==> src/rtl/vic_pkg.sv <==
package vic_pkg;

   // Address of vector slot idx in a table starting at base with a fixed stride.
   function automatic int unsigned slot_addr(input int unsigned base,
                                             input int unsigned stride,
                                             input int unsigned idx);
      return base + stride * idx;
   endfunction

   // True when v is a non-zero power of two.
   function automatic bit is_pow2(input int unsigned v);
      return (v != 0) && ((v & (v - 1)) == 0);
   endfunction

endpackage

==> src/rtl/vic_pend.sv <==
module vic_pend #(
   parameter int NSRC = 5
) (
   input  logic            clk,
   input  logic            rst_n,
   input  logic [NSRC-1:0] irq,
   input  logic [NSRC-1:0] clr,
   output logic [NSRC-1:0] pend
);

   logic [NSRC-1:0] irq_q;

   for (genvar i = 0; i < NSRC; i++) begin : g_src
      always_ff @(posedge clk or negedge rst_n) begin
         if (!rst_n) begin
            irq_q[i] <= 1'b1;
            pend[i]  <= 1'b0;
         end else begin
            irq_q[i] <= irq[i];
            pend[i]  <= (pend[i] & ~clr[i]) | (irq[i] & ~irq_q[i]);
         end
      end
   end

endmodule

==> src/rtl/vic_arb.sv <==
module vic_arb #(
   parameter int NSRC    = 5,
   parameter bit HAS_NMI = 1'b1,
   localparam int IDX_W  = $clog2(NSRC)
) (
   input  logic [NSRC-1:0]  pend,
   input  logic [NSRC-1:0]  en,
   input  logic             sys_mode,
   input  logic             in_service,
   output logic             take,
   output logic [NSRC-1:0]  grant,
   output logic [IDX_W-1:0] gidx
);

   localparam logic NMI_ON = HAS_NMI;

   logic [NSRC-1:0] elig;

   // Source 0 ignores its enable and the in-service flag when it is the NMI.
   assign elig[0] = pend[0] & ~sys_mode & (en[0] | NMI_ON) & (~in_service | NMI_ON);

   for (genvar i = 1; i < NSRC; i++) begin : g_elig
      assign elig[i] = pend[i] & en[i] & ~sys_mode & ~in_service;
   end

   always_comb begin
      grant = '0;
      gidx  = '0;
      take  = 1'b0;
      for (int i = 0; i < NSRC; i++) begin
         if (!take && elig[i]) begin
            grant[i] = 1'b1;
            gidx     = IDX_W'(i);
            take     = 1'b1;
         end
      end
   end

endmodule

==> src/rtl/vic_addr.sv <==
module vic_addr #(
   parameter int NSRC       = 5,
   parameter int ADDR_W     = 16,
   parameter int VEC_BASE   = 2,
   parameter int VEC_STRIDE = 2,
   parameter int BOOT_BATT  = 0,
   parameter int BOOT_XPDR  = 16,
   localparam int IDX_W     = $clog2(NSRC)
) (
   input  logic [IDX_W-1:0]  gidx,
   input  logic              batt_mode,
   output logic [ADDR_W-1:0] vec_addr,
   output logic [ADDR_W-1:0] boot_addr
);

   localparam int SHIFT = $clog2(VEC_STRIDE);

   if (vic_pkg::is_pow2(VEC_STRIDE)) begin : g_shift
      assign vec_addr = ADDR_W'(VEC_BASE) + (ADDR_W'(gidx) << SHIFT);
   end else begin : g_mult
      assign vec_addr = ADDR_W'(VEC_BASE) + ADDR_W'(VEC_STRIDE) * ADDR_W'(gidx);
   end

   assign boot_addr = batt_mode ? ADDR_W'(BOOT_BATT) : ADDR_W'(BOOT_XPDR);

endmodule

==> src/rtl/vic_top.sv <==
module vic_top #(
   parameter int NSRC       = 5,
   parameter int ADDR_W     = 16,
   parameter int VEC_BASE   = 2,
   parameter int VEC_STRIDE = 2,
   parameter int BOOT_BATT  = 0,
   parameter int BOOT_XPDR  = 16,
   parameter bit HAS_NMI    = 1'b1
) (
   input  logic              clk,
   input  logic              rst_n,
   input  logic [NSRC-1:0]   irq,
   input  logic              cfg_we,
   input  logic [NSRC-1:0]   cfg_wdata,
   input  logic              sys_mode,
   input  logic              in_service,
   input  logic              batt_mode,
   output logic              take,
   output logic [ADDR_W-1:0] vec_addr,
   output logic [ADDR_W-1:0] boot_addr
);

   localparam int IDX_W    = $clog2(NSRC);
   localparam int LAST_VEC = vic_pkg::slot_addr(VEC_BASE, VEC_STRIDE, NSRC - 1);

   if (NSRC < 2 || NSRC > 16) begin : g_bad_nsrc
      $error("vic_top: NSRC must lie in 2..16");
   end
   if (VEC_STRIDE < 1) begin : g_bad_stride
      $error("vic_top: VEC_STRIDE must be at least 1");
   end
   if (ADDR_W < 4 || ADDR_W > 31 || LAST_VEC >= (1 << ADDR_W) ||
       BOOT_BATT >= (1 << ADDR_W) || BOOT_XPDR >= (1 << ADDR_W)) begin : g_bad_addr
      $error("vic_top: an address does not fit in ADDR_W bits");
   end

   logic [NSRC-1:0]  en_q;
   logic [NSRC-1:0]  pend_q;
   logic [NSRC-1:0]  grant;
   logic [IDX_W-1:0] gidx;

   always_ff @(posedge clk or negedge rst_n) begin
      if (!rst_n)      en_q <= '0;
      else if (cfg_we) en_q <= cfg_wdata;
   end

   vic_pend #(.NSRC(NSRC)) u_pend (
      .clk   (clk),
      .rst_n (rst_n),
      .irq   (irq),
      .clr   (grant),
      .pend  (pend_q)
   );

   vic_arb #(.NSRC(NSRC), .HAS_NMI(HAS_NMI)) u_arb (
      .pend       (pend_q),
      .en         (en_q),
      .sys_mode   (sys_mode),
      .in_service (in_service),
      .take       (take),
      .grant      (grant),
      .gidx       (gidx)
   );

   vic_addr #(
      .NSRC(NSRC), .ADDR_W(ADDR_W), .VEC_BASE(VEC_BASE),
      .VEC_STRIDE(VEC_STRIDE), .BOOT_BATT(BOOT_BATT), .BOOT_XPDR(BOOT_XPDR)
   ) u_addr (
      .gidx      (gidx),
      .batt_mode (batt_mode),
      .vec_addr  (vec_addr),
      .boot_addr (boot_addr)
   );

endmodule

==> config.mk <==
export PLATFORM = sky130hd
export DESIGN_NAME = vic_top
export DESIGN_NICKNAME = d
export VERILOG_FILES = /design/src/rtl/vic_pkg.sv /design/src/rtl/vic_pend.sv /design/src/rtl/vic_arb.sv /design/src/rtl/vic_addr.sv /design/src/rtl/vic_top.sv
export SDC_FILE = /design/constraint.sdc
export NUM_CORES = 1
export LEC_CHECK = 0
export BUFFER_PORTS_ARGS = -buffer_cell sky130_fd_sc_hd__buf_4
export CORE_MARGIN = 1.5
export CORE_UTILIZATION = 42
export CTS_CLUSTER_SIZE = 16
export DETAILED_ROUTE_END_ITERATION = 6
export GPL_TIMING_DRIVEN = 0
export PLACE_DENSITY = 0.77
export SLEW_MARGIN = 40
export SYNTH_ARGS = -nofsm -noshare
export SYNTH_HDL_FRONTEND = slang
export SYNTH_SLANG_ARGS = --single-unit
==> constraint.sdc <==
create_clock -name clk -period 1.7 [get_ports clk]
set_input_delay 0.255 -clock clk [delete_from_list [all_inputs] [get_ports clk]]
set_output_delay 0.255 -clock clk [all_outputs]
set_load 0.02 [all_outputs]
Yosys cells after proc, flatten, opt, wreduce, memory -nomap -nowiden
Index checks and enable logic that the tools add are counted.
- flip-flop bits (word level): 15
- output and inout bits: 33
- word-level logic and storage cells: 74
- add/subtract/negate cells: 1
- muxes and demuxes: 14
- bitwise gates (word level): 40
- reductions and logical operators: 8
- operators with widths (operator ; number):
    $and A1 B1 Y1 ; 23
    $not A1 Y1 ; 12
    $mux W1 ; 10
    $mux W3 ; 3
    $add A2 B4 Y5 const A ; 1
    $mux W5 ; 1
    $or A1 B1 Y1 ; 5
    $logic_and A1 B1 Y1 ; 4
    $logic_not A1 Y1 ; 4

Longest topological paths before layout
Gate-level depths: netlist (run 1).
- depth in word-level cells: 18
- mapped depth: 5
- mapped depth without buffers: 5

Modules after synthesis
A second synthesis (run 1) with hierarchy kept.
- cell total of the unflattened synthesis: 86
- area total of the unflattened synthesis: 899.6 sq um
- by module, submodules not included (module ; times used ; cells an instance ; area an instance (sq um)):
    vic_pend ; 1 ; 25 ; 356.6
    vic_addr ; 1 ; 33 ; 241.5
    vic_top ; 1 ; 10 ; 181.4
    vic_arb ; 1 ; 18 ; 120.1

Worst setup path after synthesis (run 1)
Ideal clock, no wire load.
- kind: register -> output
- start: register en_q[1]
- end: output vec_addr[3]
- arrival time: 1.386 ns
- setup slack: 0.059 ns
- cell stages (with the launch flop): 5
- cells stage by stage: dfrtp_1 -> a2111oi_4 -> nor2b_1 -> ha_1 -> xnor2_1
- word-level cells in the longest chain between the ends: 15
- elaborated cells on any way between the ends: 18
- those cells by class: 1 x add/sub; 7 x mux; 3 x bitwise; 7 x reduce/logical
- RTL lines (item ; line ; source):
    start, declared ; vic_top.sv:37 ; logic [NSRC-1:0] en_q;
    start signal, assigned ; vic_top.sv:44 ; else if (cfg_we) en_q <= cfg_wdata;
    $and A1 B1 Y1 (*) (3 in series) ; vic_arb.sv:23 ; assign elig[i] = pend[i] & en[i] & ~sys_mode & ~in_service;
    $logic_and A1 B1 Y1 (*) ; vic_arb.sv:31 ; if (!take && elig[i]) begin
    $mux W1 ; vic_arb.sv:31 ;
    $logic_not A1 Y1 ; vic_arb.sv:31 ;
    $logic_and A1 B1 Y1 ; vic_arb.sv:31 ;
    $mux W1 ; vic_arb.sv:31 ;
    $logic_not A1 Y1 ; vic_arb.sv:31 ;
    $logic_and A1 B1 Y1 ; vic_arb.sv:31 ;
    $mux W1 ; vic_arb.sv:31 ;
    $logic_not A1 Y1 ; vic_arb.sv:31 ;
    $logic_and A1 B1 Y1 ; vic_arb.sv:31 ;
    $mux W3 (*) ; vic_arb.sv:31 ;
    $add A2 B4 Y5 (*) ; vic_addr.sv:19 ; assign vec_addr = ADDR_W'(VEC_BASE) + (ADDR_W'(gidx) << SHIFT);
    end, declared ; vic_top.sv:19 ; output logic [ADDR_W-1:0] vec_addr,
Mark *: on every way between the ends. The rest lies on a longest branch, timed or not.

Worst setup path after layout (run 1)
- start: register u_pend.pend[1]
- end: output vec_addr[3]
- word-level cells in the longest chain between the ends: 15
- elaborated cells on any way between the ends: 18
- those cells by class: 1 x add/sub; 7 x mux; 3 x bitwise; 7 x reduce/logical
- RTL lines (item ; line ; source):
    start, declared ; vic_pend.sv:8 ; output logic [NSRC-1:0] pend
    start signal, assigned by index ; vic_pend.sv:20 ; pend[i] <= (pend[i] & ~clr[i]) | (irq[i] & ~irq_q[i]);
    $and A1 B1 Y1 (*) (3 in series) ; vic_arb.sv:23 ;
    $logic_and A1 B1 Y1 (*) ; vic_arb.sv:31 ;
    $mux W1 ; vic_arb.sv:31 ;
    $logic_not A1 Y1 ; vic_arb.sv:31 ;
    $logic_and A1 B1 Y1 ; vic_arb.sv:31 ;
    $mux W1 ; vic_arb.sv:31 ;
    $logic_not A1 Y1 ; vic_arb.sv:31 ;
    $logic_and A1 B1 Y1 ; vic_arb.sv:31 ;
    $mux W1 ; vic_arb.sv:31 ;
    $logic_not A1 Y1 ; vic_arb.sv:31 ;
    $logic_and A1 B1 Y1 ; vic_arb.sv:31 ;
    $mux W3 (*) ; vic_arb.sv:31 ;
    $add A2 B4 Y5 (*) ; vic_addr.sv:19 ;
Marks and branches as above.

==> impl.org, run 1 <==
** Outcome
- The run finished, with violations left.
- The final reports fail on negative setup slack.

** Floorplan
- The floorplan has 15 rows.
- Overall die area :: 2240 um2
- The core region is roughly 1800 um2.
- Number of top-level design ports :: 49
- From bottom edge to top edge, the die measures 47.3 um.
- For this configuration, the core starts out at a cell density of a little under half.
- Die span in x :: 47.3 um

** Clock network
- CTS built an H-tree with a depth of 1.
- TritonCTS built the clock tree.
- In this run, CTS created clock tree buffers numbering 3.
- Root Buffer Master :: sky130_fd_sc_hd__clkbuf_4
- For the worst-skew pair, the clock arrives at the later sink with an insertion delay of 0.28 ns.
- Counting along the longest clock path gives a buffer depth of 2.
- TritonCTS Sinks :: 14
- Post-CTS clock slew at the launch and capture registers of the worst setup and hold paths :: 0.08 ns

** Logic synthesis
- Number of warning messages in the yosys log :: 0
- Part of the Yosys area used for sequential elements :: 43.2%
- The synthesized design contains 14 register bits.
- Summed over its instances, the top area cell type makes up between 20% and 30% of the synthesized netlist area.
- The synthesized netlist occupies a cell area of 826 um2.
- Dominant cells by area after synthesis :: sky130_fd_sc_hd__dfrtp_1, sky130_fd_sc_hd__buf_4, sky130_fd_sc_hd__dfstp_2, sky130_fd_sc_hd__mux2_1, sky130_fd_sc_hd__a2111oi_4
- The biggest area contributor in the post-synthesis netlist is sky130_fd_sc_hd__dfrtp_1.
- The netlist uses 21 different library cells.
- After technology mapping, the gate count stands at between 70 and 80.
- The average instance in the mapped netlist occupies 10.5 um2.

** Setup path
- Setup slack on the worst reg-to-reg path comes out at 0.28 ns.
- Cell count of the worst reg-to-reg path :: 5
- Worst setup path class :: reg2out
- Kind of launch point of the worst setup path :: flip-flop
- The worst setup path is captured at a primary output.
- Required time of the critical path :: 1.44 ns
- Along the worst path, the maximum fanout reaches 2.
- In this run the critical register-to-register path is captured at u_pend.pend[3]$_DFF_PN0_.
- STA puts the critical path data arrival time at 1.71 ns.
- In this run the critical register-to-register path is launched from u_pend.pend[1]$_DFF_PN0_.

** Timing
- Setup repair after global routing missed its margin :: true
- Setup violations remaining at the end of the flow were counted as 2.
- After layout, the worst path uses 115% of the clock period.
- Minimum clock period after layout :: 1.96 ns
- Static timing analysis puts the maximum clock frequency at 0.510 GHz.
- Max Clock Skew :: about 0.00049 ns
- Number of pins with negative max-slew slack in the final report :: 0
- Min Hold Slack :: 0.0832 ns
- Post-route worst setup slack :: -0.262 ns
- The hold violation count in the final report is 0.
- In the final timing run, aggregate negative setup slack is -0.452 ns.

** Global route
- Initial antenna violation count :: 0
- The total overflow left after global routing is 0.
- Entering global routing, the biggest net connects 15 pins.
- The first global-routing pass estimated 2320 um of wire.
- Number of global-route vias before repair :: 550
- Global routing used approximately 16% of the available tracks.

** Detailed routing
- Dividing the detail-routed wire length by the instance count gives slightly above 9 um.
- The detail route stage leaves a number of antenna-violating nets equal to 0.
- Drt first-iter violations :: 8
- Average vias per placed instance :: 3.99
- For this run, design rule violations remaining after detail routing come to 0.
- Post-detailed-routing wire length :: 1490 um
- Detailed routing inserted a total of 639 vias.
- The first detailed-routing pass ran for 4 iterations.

** Finish
- Post-synthesis to final-layout area growth :: 43.5%
- Final cell count without fillers :: 160
- Proportion of layout cells with a drive suffix above 1 :: a little under half
- Nets@finish :: 153
- Counting the fill cells in the layout gives 142.
- 0 antenna diodes ended up in the layout.

** Power
- The worst-case IR drop observed on VDD is 0.463 mV.
- Cell Pwr Density :: about 700 nW/um2
- Power, Total :: ~830 uW
- Leakage Power :: between 0.0006 and 0.0007 uW

** Hold path
- Terminating pin of the worst hold path :: u_pend.irq_q[0]$_DFF_PN1_
- In this run the most critical hold path is launched from irq[0].
- Worst hold path stage count :: 1
- Path category of the worst min-delay check :: in2reg

** Placement
- Placer congestion estimate :: 0.801
- Timing analysis after detailed placement gives a worst setup slack of -0.0871 ns.
- Number of placed instances with taps included :: 150
- During placement, the flow inserted port buffers numbering 19.

** Run
- Across the run, the number of max-cap violations was 0.
flip-flops by register name, indices dropped and copies added (netlist names):
| register | count |
|---|---|
| u_pend.pend | 5 |
| en_q | 4 |
| u_pend.irq_q | 5 |
how the worst max path moves through the flow:
| stage | from | endpoint | slack (ns) | cells after the start |
|---|---|---|---|---|
| 2_1_floorplan | en_q[1]$_DFFE_PN0P_ | vec_addr[3] | 0.06 | 4 |
| 3_3_place_gp | en_q[1]$_DFFE_PN0P_ | vec_addr[3] | -0.07 | 5 |
| 3_5_place_dp | en_q[1]$_DFFE_PN0P_ | vec_addr[3] | -0.09 | 5 |
| 4_1_cts | u_pend.pend[1]$_DFF_PN0_ | vec_addr[3] | -0.26 | 5 |
| 5_1_grt | u_pend.pend[1]$_DFF_PN0_ | vec_addr[3] | -0.35 | 5 |
| 6_report | u_pend.pend[1]$_DFF_PN0_ | vec_addr[3] | -0.26 | 5 |
what timing repair did:
action | in CTS | in global routing
endpoints found under the hold margin | 9 | 0
gates cloned | 0 | 0
resized for setup | 1 | 2
endpoints found under the setup margin | 2 | 3
hold buffers | 1 | 0
buffers inserted | 5 | 0
pin swaps | 1 | 0
metal layers:
metal	vias to the layer above	track usage, %	share of wire, %
met1	275	19.1	39
li1	317	-	-
met3	2	2.69	11
met2	45	25.1	49
met5	-	0	0
met4	0	10.0	0.74
synthesized netlist by cell type:
| cell | count |
|---|---|
| sky130_fd_sc_hd__conb_1 | 1 |
| sky130_fd_sc_hd__dfrtp_1 | 9 |
| sky130_fd_sc_hd__dfstp_2 | 5 |
| sky130_fd_sc_hd__inv_1 | 7 |
| sky130_fd_sc_hd__nand3_1 | 3 |
| sky130_fd_sc_hd__nor2b_1 | 1 |
| sky130_fd_sc_hd__or3_1 | 1 |
| sky130_fd_sc_hd__nand2_1 | 5 |
| sky130_fd_sc_hd__ha_1 | 1 |
| sky130_fd_sc_hd__a21oi_1 | 1 |
| sky130_fd_sc_hd__a31oi_1 | 1 |
| sky130_fd_sc_hd__a21o_1 | 1 |
| sky130_fd_sc_hd__mux2_1 | 4 |
| sky130_fd_sc_hd__a2111oi_4 | 1 |
| sky130_fd_sc_hd__o21ba_1 | 1 |
| sky130_fd_sc_hd__a22oi_2 | 1 |
| sky130_fd_sc_hd__buf_4 | 28 |
| sky130_fd_sc_hd__xnor2_1 | 1 |
| sky130_fd_sc_hd__nand4_1 | 1 |
| sky130_fd_sc_hd__a22o_1 | 3 |
| sky130_fd_sc_hd__o21ai_1 | 3 |
report_power, final:
| group | internal, uW | switching, uW |
|---|---|---|
| Clock | 91.1 | 108 |
| Combinational | 120 | 127 |
| Sequential | 365 | 23.8 |
area by class of cell:
type	instances	area, um2	share of cell area, %
timing repair buffer	25	198	16.7
tap	25	31.3	2.64
multi-input combinational	57	337	28.4
clock buffer	4	26.3	2.22
buffer	28	210	17.7
sequential	14	357	30.1
inverter	7	26.3	2.22
critical path, stage by stage (launching register included):
cell,delay [ns]
sky130_fd_sc_hd__dfrtp_1,0.41
sky130_fd_sc_hd__a2111oi_4,0.36
sky130_fd_sc_hd__nor2b_2,0.20
sky130_fd_sc_hd__ha_1,0.16
sky130_fd_sc_hd__xnor2_1,0.13
sky130_fd_sc_hd__buf_4,0.17
kinds of logic (layout without fill, tap and decap cells):
kind of cell | Yosys count | after routing | share of synthesized area, %
compound gates | 12 | 12 | 13.3
other cells | 1 | 28 | 0.454
xor+xnor | 1 | 1 | 1.06
flops | 14 | 14 | 43.2
buf+inv | 35 | 64 | 28.6
simple gates | 11 | 11 | 6.36
mux | 4 | 4 | 5.45
fa+ha+maj | 1 | 1 | 1.51
cell usage in the layout (no fill, tap or decap), types with 2 or more instances in the layout:
cell type	instances
sky130_fd_sc_hd__a22o_1	3
sky130_fd_sc_hd__buf_4	50
sky130_fd_sc_hd__buf_6	2
sky130_fd_sc_hd__clkbuf_4	3
sky130_fd_sc_hd__conb_1	28
sky130_fd_sc_hd__dfrtp_1	9
sky130_fd_sc_hd__dfstp_2	5
sky130_fd_sc_hd__inv_1	7
sky130_fd_sc_hd__mux2_1	4
sky130_fd_sc_hd__nand2_1	5
sky130_fd_sc_hd__nand3_1	3
sky130_fd_sc_hd__o21ai_1	3
metrics by stage:
step | area, um2 | utilization [%]
final | 1180 | 66.5
after global routing | 1180 | 66.5
after CTS | 1180 | 66.1
after detailed placement | 1100 | 61.8
after global placement | 1100 | 61.8
after floorplan | 927 | -
No activity file was read; power rests on OpenSTA's default activity.
==> run 2, diff against run 1 <==
--- a/config.mk
+++ b/config.mk
@@ -5,13 +5,13 @@
 export SDC_FILE = /design/constraint.sdc
 export NUM_CORES = 1
 export LEC_CHECK = 0
-export BUFFER_PORTS_ARGS = -buffer_cell sky130_fd_sc_hd__buf_4
 export CORE_MARGIN = 1.5
-export CORE_UTILIZATION = 42
+export CORE_UTILIZATION = 50
 export CTS_CLUSTER_SIZE = 16
 export DETAILED_ROUTE_END_ITERATION = 6
+export DONT_BUFFER_PORTS = 1
 export GPL_TIMING_DRIVEN = 0
-export PLACE_DENSITY = 0.77
+export PLACE_DENSITY = 0.64
 export SLEW_MARGIN = 40
 export SYNTH_ARGS = -nofsm -noshare
 export SYNTH_HDL_FRONTEND = slang
==> constraint.sdc (replaced) <==
create_clock -name clk -period 1.9 [get_ports clk]
set_input_delay 0.285 -clock clk [delete_from_list [all_inputs] [get_ports clk]]
set_output_delay 0.285 -clock clk [all_outputs]
set_load 0.02 [all_outputs]
==> run 2 against run 1 <==
Net effect: the flow still finishes with violations (negative setup slack); combinational power fell by 24%; critical path depth fell by 1; design area fell by 8.1%; worst hold slack improved by 0.037 ns; largest cell class is now multi-input combinational cells; total power fell by 15%; final cell count fell by 16%.
==> impl.org, run 2 (synthesis gave the netlist of run 1 again) <==
** Detailed routing
- Total via count after detailed routing :: 573
- Before antenna repair, the detailed router went through 4 iterations.
- Routed WL per cell :: ~10 um
- Drt first-iter violations :: 7
- Post-detailed-routing wire length :: 1410 um
- In this run the remaining antenna-violating nets after routing total 0.
- Number of DRC violations after detailed routing :: 0
- After detailed routing, the number of vias per cell comes to 4.24.

** Clock network
- H-tree levels :: 1
- Post-CTS clock slew at the launch and capture registers of the worst setup and hold paths :: 0.08 ns
- Counting along the longest clock path gives a buffer depth of 2.
- At the later pin of the worst-skew pair, clock insertion delay measures 0.28 ns.
- Clock tree synthesis inserted a total of 3 buffers.
- TritonCTS Sinks :: 14
- Root Buffer Master :: sky130_fd_sc_hd__clkbuf_4
- TritonCTS clock tree :: done

** Floorplan
- After floorplanning, the core was divided into 14 placement rows.
- Measured along the y axis, the die boundary spans 43.6 um.
- During I/O placement, the number of pins put on the boundary was 49.
- Starting density of the core :: 54.2%
- Placeable core area :: 1520 um2
- In this run the horizontal extent of the chip is 43.6 um.
- Overall die area :: 1900 um2

** Global route
- After global routing the overflow that remains totals 0.
- The first global-routing pass estimated approximately 2300 um of wire.
- For met2 alone, demand over resource in global routing was 28.8%.
- For this run, global-route usage on met3 was measured as roughly 6.7%.
- Initial antenna violation count :: 0
- Number of global-route vias before repair :: slightly above 500
- Pin count of the biggest net entering global routing :: 15
- Met1 Usage GRT :: 17.6%
- The global routing stage identified its most utilized layer as met2.
- All-Layer GR Usage :: between 15 and 20%

** Power
- Total power for the finished layout comes to roughly 710 uW.
- IR Drop Worst-Case VDD :: 0.464 mV
- Cell Pwr Density :: 652 nW/um2
- The analysis attributes to cell leakage a power of 0.000583 uW.

** Timing
- The hold violation count in the final report was 0.
- Setup repair after global routing missed its margin :: true
- Across all setup checks in the final design, the least slack found is -0.0830 ns.
- Setup total negative slack on the finished layout was measured at -0.0830 ns.
- Total setup violations reported at the end of the flow :: 1
- Worst relative slew slack :: 60.3%
- The worst path in the final design needs a cycle of 1.98 ns, including I/O delays and setup.
- Fmax :: 0.504 GHz
- At the pin with the least slew margin, the transition time is between 0.5 and 0.6 ns.
- For the final database, setup skew stands at 0.00921 ns.
- Dividing the final minimum period by the clock period gives 104%.
- The max-slew violation total from the final report came to 0.

** Finish
- The largest registers in the layout are u_pend.irq_q (5), u_pend.pend (5), en_q (4).
- Most frequent standard cell in the layout excluding fill and tap cells :: sky130_fd_sc_hd__buf_4
- Post-synthesis to final-layout area growth :: 31.8%
- The net count of the finished layout is 137.
- Proportion of layout cells with a drive suffix above 1 :: 38.7%
- Top library cells by usage in the layout, fill and taps aside :: sky130_fd_sc_hd__buf_4, sky130_fd_sc_hd__conb_1, sky130_fd_sc_hd__dfrtp_1, sky130_fd_sc_hd__inv_1, sky130_fd_sc_hd__dlygate4sd3_1
- Leaving out filler cells and counting taps, the final layout contains 135.
- 0 antenna diodes ended up in the layout.

** Run
- Reported max-cap violation count :: 0

** Outcome
- The run finished, with violations left.
- Violations in the final reports :: negative setup slack

** Setup path
- Top fanout value on the critical path :: 4
- STA puts the critical path data required time at 1.62 ns.
- Kind of end point of the critical path :: primary output
- Worst setup path class :: reg2out
- Kind of launch point of the worst setup path :: flip-flop
- Critical path data arrival time :: 1.70 ns

** Placement
- Number of placed instances with taps included :: ~120
- Routability-driven placement finished with a final weighted congestion of roughly 0.73.
- HPWL after detailed placement :: between 1000 and 1500 um
- Count of input and output buffers :: 0
- Post-place setup slack :: 0.0954 ns

** Hold path
- The min-delay analysis places its worst path in the category in2reg.
-- run 2: changes by cell type in the layout (fill, tap and decap cells not counted), sizes merged --
cell and delta:
buf -21, dlygate4sd3 +5
-- run 2: metal layers --
layer / routed length, um / up-vias
li1: - / 285
met1: 516 / 249
met2: 696 / 37
met3: 179 / 2
met4: 17 / 0
met5: 0 / -
-- run 2: repair_timing --
| action | CTS | global route |
|---|---|---|
| hold buffers | 6 | 0 |
| gates resized for setup | 3 | 3 |
| setup buffers | 1 | 2 |
| pin swaps | 2 | 2 |
| endpoints found under the hold margin | 19 | 0 |
| endpoints found under the setup margin | 2 | 2 |
-- run 2: worst max-delay path, cell delays in order (launching register included) --
cell	delay (ns)
sky130_fd_sc_hd__dfrtp_2	0.45
sky130_fd_sc_hd__a2111oi_4	0.43
sky130_fd_sc_hd__nor2b_4	0.23
sky130_fd_sc_hd__ha_4	0.14
sky130_fd_sc_hd__xnor2_2	0.17
-- run 2: through the flow --
stage / hold slack [ns] / cell area [um2] / utilization (%)
CTS: 0.110 / 1060 / 69.8
detailed placement: -0.0104 / 947 / 62.2
global route: 0.111 / 1090 / 71.4
floorplan: -0.0106 / 927 / -
finish: 0.120 / 1090 / 71.4
global placement: -0.0103 / 947 / 62.2
-- run 2: final timing paths --
| kind | startpoint | depth (start not counted) | endpoint | slack [ns] |
|---|---|---|---|---|
| setup / recovery | en_q[1]$_DFFE_PN0P_ | 4 | vec_addr[3] | -0.08 |
| hold / removal | sys_mode | 2 | u_pend.pend[0]$_DFF_PN0_ | 0.12 |
| min in group asynchronous | rst_n | 1 | en_q[3]$_DFFE_PN0P_ | 0.44 |
| max in group asynchronous | rst_n | 1 | en_q[1]$_DFFE_PN0P_ | 1.04 |
| setup reg to reg | en_q[1]$_DFFE_PN0P_ | 6 | u_pend.pend[3]$_DFF_PN0_ | 0.29 |
| hold reg to reg | u_pend.irq_q[0]$_DFF_PN1_ | 1 | u_pend.pend[0]$_DFF_PN0_ | 0.50 |
-- run 2: report_power, final --
group | switching [uW] | internal (uW) | total, uW
Combinational | 104 | 83.4 | 187
Clock | 90.0 | 81.3 | 171
Sequential | 24.1 | 327 | 351
-- run 2: cell type report --
class                      instances  area [um2]
clock buffer                       4        26.3
inverter                           7        26.3
buffer                            28         210
timing repair buffer               9        82.6
tap                               16        20.0
fill                             131         435
sequential                        14         358
multi-input combinational         57         365
==> run 3, diff against run 2 <==
--- a/config.mk
+++ b/config.mk
@@ -7,12 +7,15 @@
 export LEC_CHECK = 0
 export CORE_MARGIN = 1.5
 export CORE_UTILIZATION = 50
+export CTS_CLUSTER_DIAMETER = 200
 export CTS_CLUSTER_SIZE = 16
 export DETAILED_ROUTE_END_ITERATION = 6
 export DONT_BUFFER_PORTS = 1
 export GPL_TIMING_DRIVEN = 0
 export PLACE_DENSITY = 0.64
+export SETUP_SLACK_MARGIN = 0.15
 export SLEW_MARGIN = 40
 export SYNTH_ARGS = -nofsm -noshare
 export SYNTH_HDL_FRONTEND = slang
+export SYNTH_HIERARCHICAL = 1
 export SYNTH_SLANG_ARGS = --single-unit
==> run 3 against run 2 <==
Net effect: the run ends with design-rule violations left; synthesized cell count grew 6.3%; clock skew is 0.0014 ns lower; area after synthesis is 4.5% higher; non-clock buffer count rose by 2; die area up 4.2%; clock power about the same; largest power group unchanged.
==> impl.org, run 3 <==
** Outcome
- Result of the run :: finished, violations left
- The final reports fail on design-rule violations.

** Clock network
- In this run the number of H-tree levels came out at 1.
- After clock tree synthesis, the clock-pin slew on the worst setup and hold paths is roughly 0.08 ns.
- In this run the deepest clock path goes through 2 buffers.
- In this run, CTS created clock tree buffers numbering 3.
- The later pin in the worst-skew pair is clocked with a latency of 0.28 ns.
- The tree built by TritonCTS fans out to 14 sinks.
- TritonCTS built the clock tree.
- The cell sitting at the root of the clock tree is a sky130_fd_sc_hd__clkbuf_4.

** Timing
- Fmax :: 0.528 GHz
- Worst relative slew slack :: 60.9%
- On the final layout, the worst clock skew is 0.00777 ns.
- Minimum clock period after layout :: 1.89 ns
- At the pin with the least slew margin, the transition time is 0.585 ns.
- Final worst-path cycle share :: 99.6%
- The max-slew violation total from the final report was 0.
- The hold violation count in the final report is 0.
- Setup repair after global routing missed its margin :: true
- Setup violations remaining at the end of the flow were counted as 0.

** Hold path
- The worst hold path terminates at u_pend/pend[1]$_DFF_PN0_.
- Worst hold path stage count :: 2
- Path category of the worst min-delay check :: in2reg
- Min-delay src :: irq[1]

** Placement
- Count of input and output buffers :: 0
- Summed over all nets, the half-perimeter wirelength after detailed placement is 1010 um.
- Summing all placed instances gives a cell area of 981 um2.
- Routability-driven placement finished with a final weighted congestion of 0.768.

** Setup path
- The critical path is of the reg2out type.
- CP Cell Sequence :: or3_4, a21oi_4, ha_4, xor2_4
- Measured in cells, the most critical reg-to-reg path has a length of 7.
- For the worst setup path, the data required time is 1.62 ns.
- Tracing the worst setup path back leads to its startpoint at u_pend/pend[0]$_DFF_PN0_.
- Kind of launch point of the worst setup path :: flip-flop
- Of all nets on the critical path, the largest fanout is 3.
- For this run, the slowest stage of the critical path takes 0.40 ns.
- Start of the worst register-to-register path :: u_pend/pend[0]$_DFF_PN0_
- R2R Setup Slk :: 0.44 ns
- Reg2Reg Capture Point :: u_pend/pend[4]$_DFF_PN0_
- Kind of end point of the critical path :: primary output
- Critical path's slowest cell :: sky130_fd_sc_hd__dfrtp_1
- STA puts the critical path data arrival time at 1.61 ns.

** Finish
- With fillers left out, the area of the finished cells amounts to about 1200 um2.
- Summing all flip-flop and latch instances after layout gives 357 um2.
- Top library cells by usage in the layout, fill and taps aside :: sky130_fd_sc_hd__buf_4, sky130_fd_sc_hd__conb_1, sky130_fd_sc_hd__inv_1, sky130_fd_sc_hd__dfrtp_1, sky130_fd_sc_hd__dlygate4sd3_1
- Compared with the post-synthesis result, the final layout area differs by 38.3%.
- Counting the fill cells in the layout gives 118.
- Summing all multi-input logic gate instances after layout gives 434 um2.
- Nets@finish :: ~140
- The library cell used most frequently in the layout, excluding fill and tap cells, is sky130_fd_sc_hd__buf_4.
- The repair_antennas step left the layout with diodes totalling 0.
- Cells with a size suffix above 1 make up 49.6% of the layout.
- Largest registers in the final layout :: u_pend/irq_q (5), u_pend/pend (5), en_q (4)

** Global route
- Initial antenna violation count :: 0
- The via count of the first global-routing pass came to 521.
- First-pass GRT wire length :: 2190 um
- Met1 Usage GRT :: 16.5%
- All-Layer GR Usage :: between 10% and 20%
- After global routing, the most crowded layer is met2.
- Met3 Use GR :: 6.94%
- Entering global routing, the biggest net connects 15 pins.
- Global routing used between 20% and 30% of the available met2 tracks.
- Summed over all layers, the global routing overflow is 0.

** Floorplan
- Pin placement for this block handled 49 I/O pins.
- Vertical die dimension :: around 45 um
- Die span in x :: about 45 um
- The initial utilization of the core area, before any placement, comes to 55.4%.
- Overall die area :: 1990 um2
- Total number of placement rows :: 14
- The core region is 1560 um2.

** Detailed routing
- Post-DRT Antenna Nets :: 0
- Average vias per placed instance :: 4.07
- For this run, design rule violations remaining after detail routing come to 2.
- Drt first-iter violations :: 5
- The routed layout has 574 vias.
- After detailed routing, the average wire length per cell comes to 9.89 um.
- Number of optimization iterations in the first detailed-route pass :: 6
- Wires add up to 1400 um.

** Power
- Switching power total :: 235 uW
- Of the total power, the clock network draws 22.5%.
- Switching share of total power :: 30.9%
- In this run, the combinational gates consume 31.8% of the power.
- Power spread over the standard cell area amounts to about 640 nW/um2.
- In this run, flip-flops and latches consume around 46% of the power.
- Leakage Power :: 0.000648 uW
- The completed layout was analyzed and its total power is 759 uW.
- Cell Int Power :: 524 uW
- VDD sags by at most 0.642 mV.

** Logic synthesis
- The cell count after synthesis came out at 84.
- Averaged over all synthesized cells, the footprint is between 10 and 15 um2.
- Number of warning messages in the yosys log :: 6
- Total standard cell area after synthesis :: 863 um2

** Run
- Max-cap violations in this run came to 0.
==> run 3: layout make-up <==
| type | instances | share of cell area, % |
|---|---|---|
| Multi-Input combinational cell | 56 | 36.4 |
| Sequential cell | 14 | 29.9 |
| Buffer | 28 | 17.6 |
| Timing Repair Buffer | 11 | 8.49 |
| Inverter | 12 | 3.77 |
| Clock buffer | 4 | 2.20 |
| Tap cell | 16 | 1.68 |
==> run 3: worst max-delay path by stage <==
| stage | cells past startpoint | slack [ns] | end |
|---|---|---|---|
| after global placement | 4 | 0.06 | vec_addr[3] |
| after global routing | 4 | -0.05 | vec_addr[3] |
| after CTS | 4 | 0.02 | vec_addr[3] |
| after floorplan | 4 | 0.17 | vec_addr[3] |
| after detailed placement | 4 | 0.05 | vec_addr[3] |
| final | 4 | 0.007 | vec_addr[3] |
==> run 3: repair_timing <==
| item | 4_1_cts | 5_1_grt |
|---|---|---|
| resized for setup | 17 | 0 |
| endpoints found under the setup margin | 3 | 3 |
| hold buffers | 6 | 0 |
| pin swaps | 5 | 1 |
| hold endpoints to repair | 19 | 0 |
| buffers inserted | 5 | 0 |
==> run 3: stage by stage <==
stage               cells  TNS (ns)  utilization [%]  hold WS [ns]  worst slack (ns)
floorplan             110         0                -       -0.0106             0.174
global placement      126         0             62.9       -0.0103            0.0630
detailed placement    126         0             62.9       -0.0103            0.0536
CTS                   141         0             76.6         0.147            0.0150
global route          141   -0.0537             76.6         0.134           -0.0537
finish                141         0             76.6         0.148           0.00727
==> run 3: power groups by stage <==
stage          Combinational (uW)  Clock [uW]  Sequential (uW)
3_3_place_gp                  181           0              351
3_5_place_dp                  183           0              352
2_1_floorplan                 174           0              347
6_report                      241         171              347
5_1_grt                       260         197              350
4_1_cts                       237         178              347
==> run 3: layer usage <==
metal	up-vias	part of all wire, %
met5	-	0
met4	0	1.0
met3	2	12
met2	31	53
met1	245	34
li1	296	-
==> run 3: worst max-delay path, delay by kind of cell, from the launching register on <==
family,cells,cell delay [ns]
xor+xnor,1,0.21
simple gates,1,0.36
fa+ha+maj,1,0.18
flops,1,0.40
compound gates,1,0.18
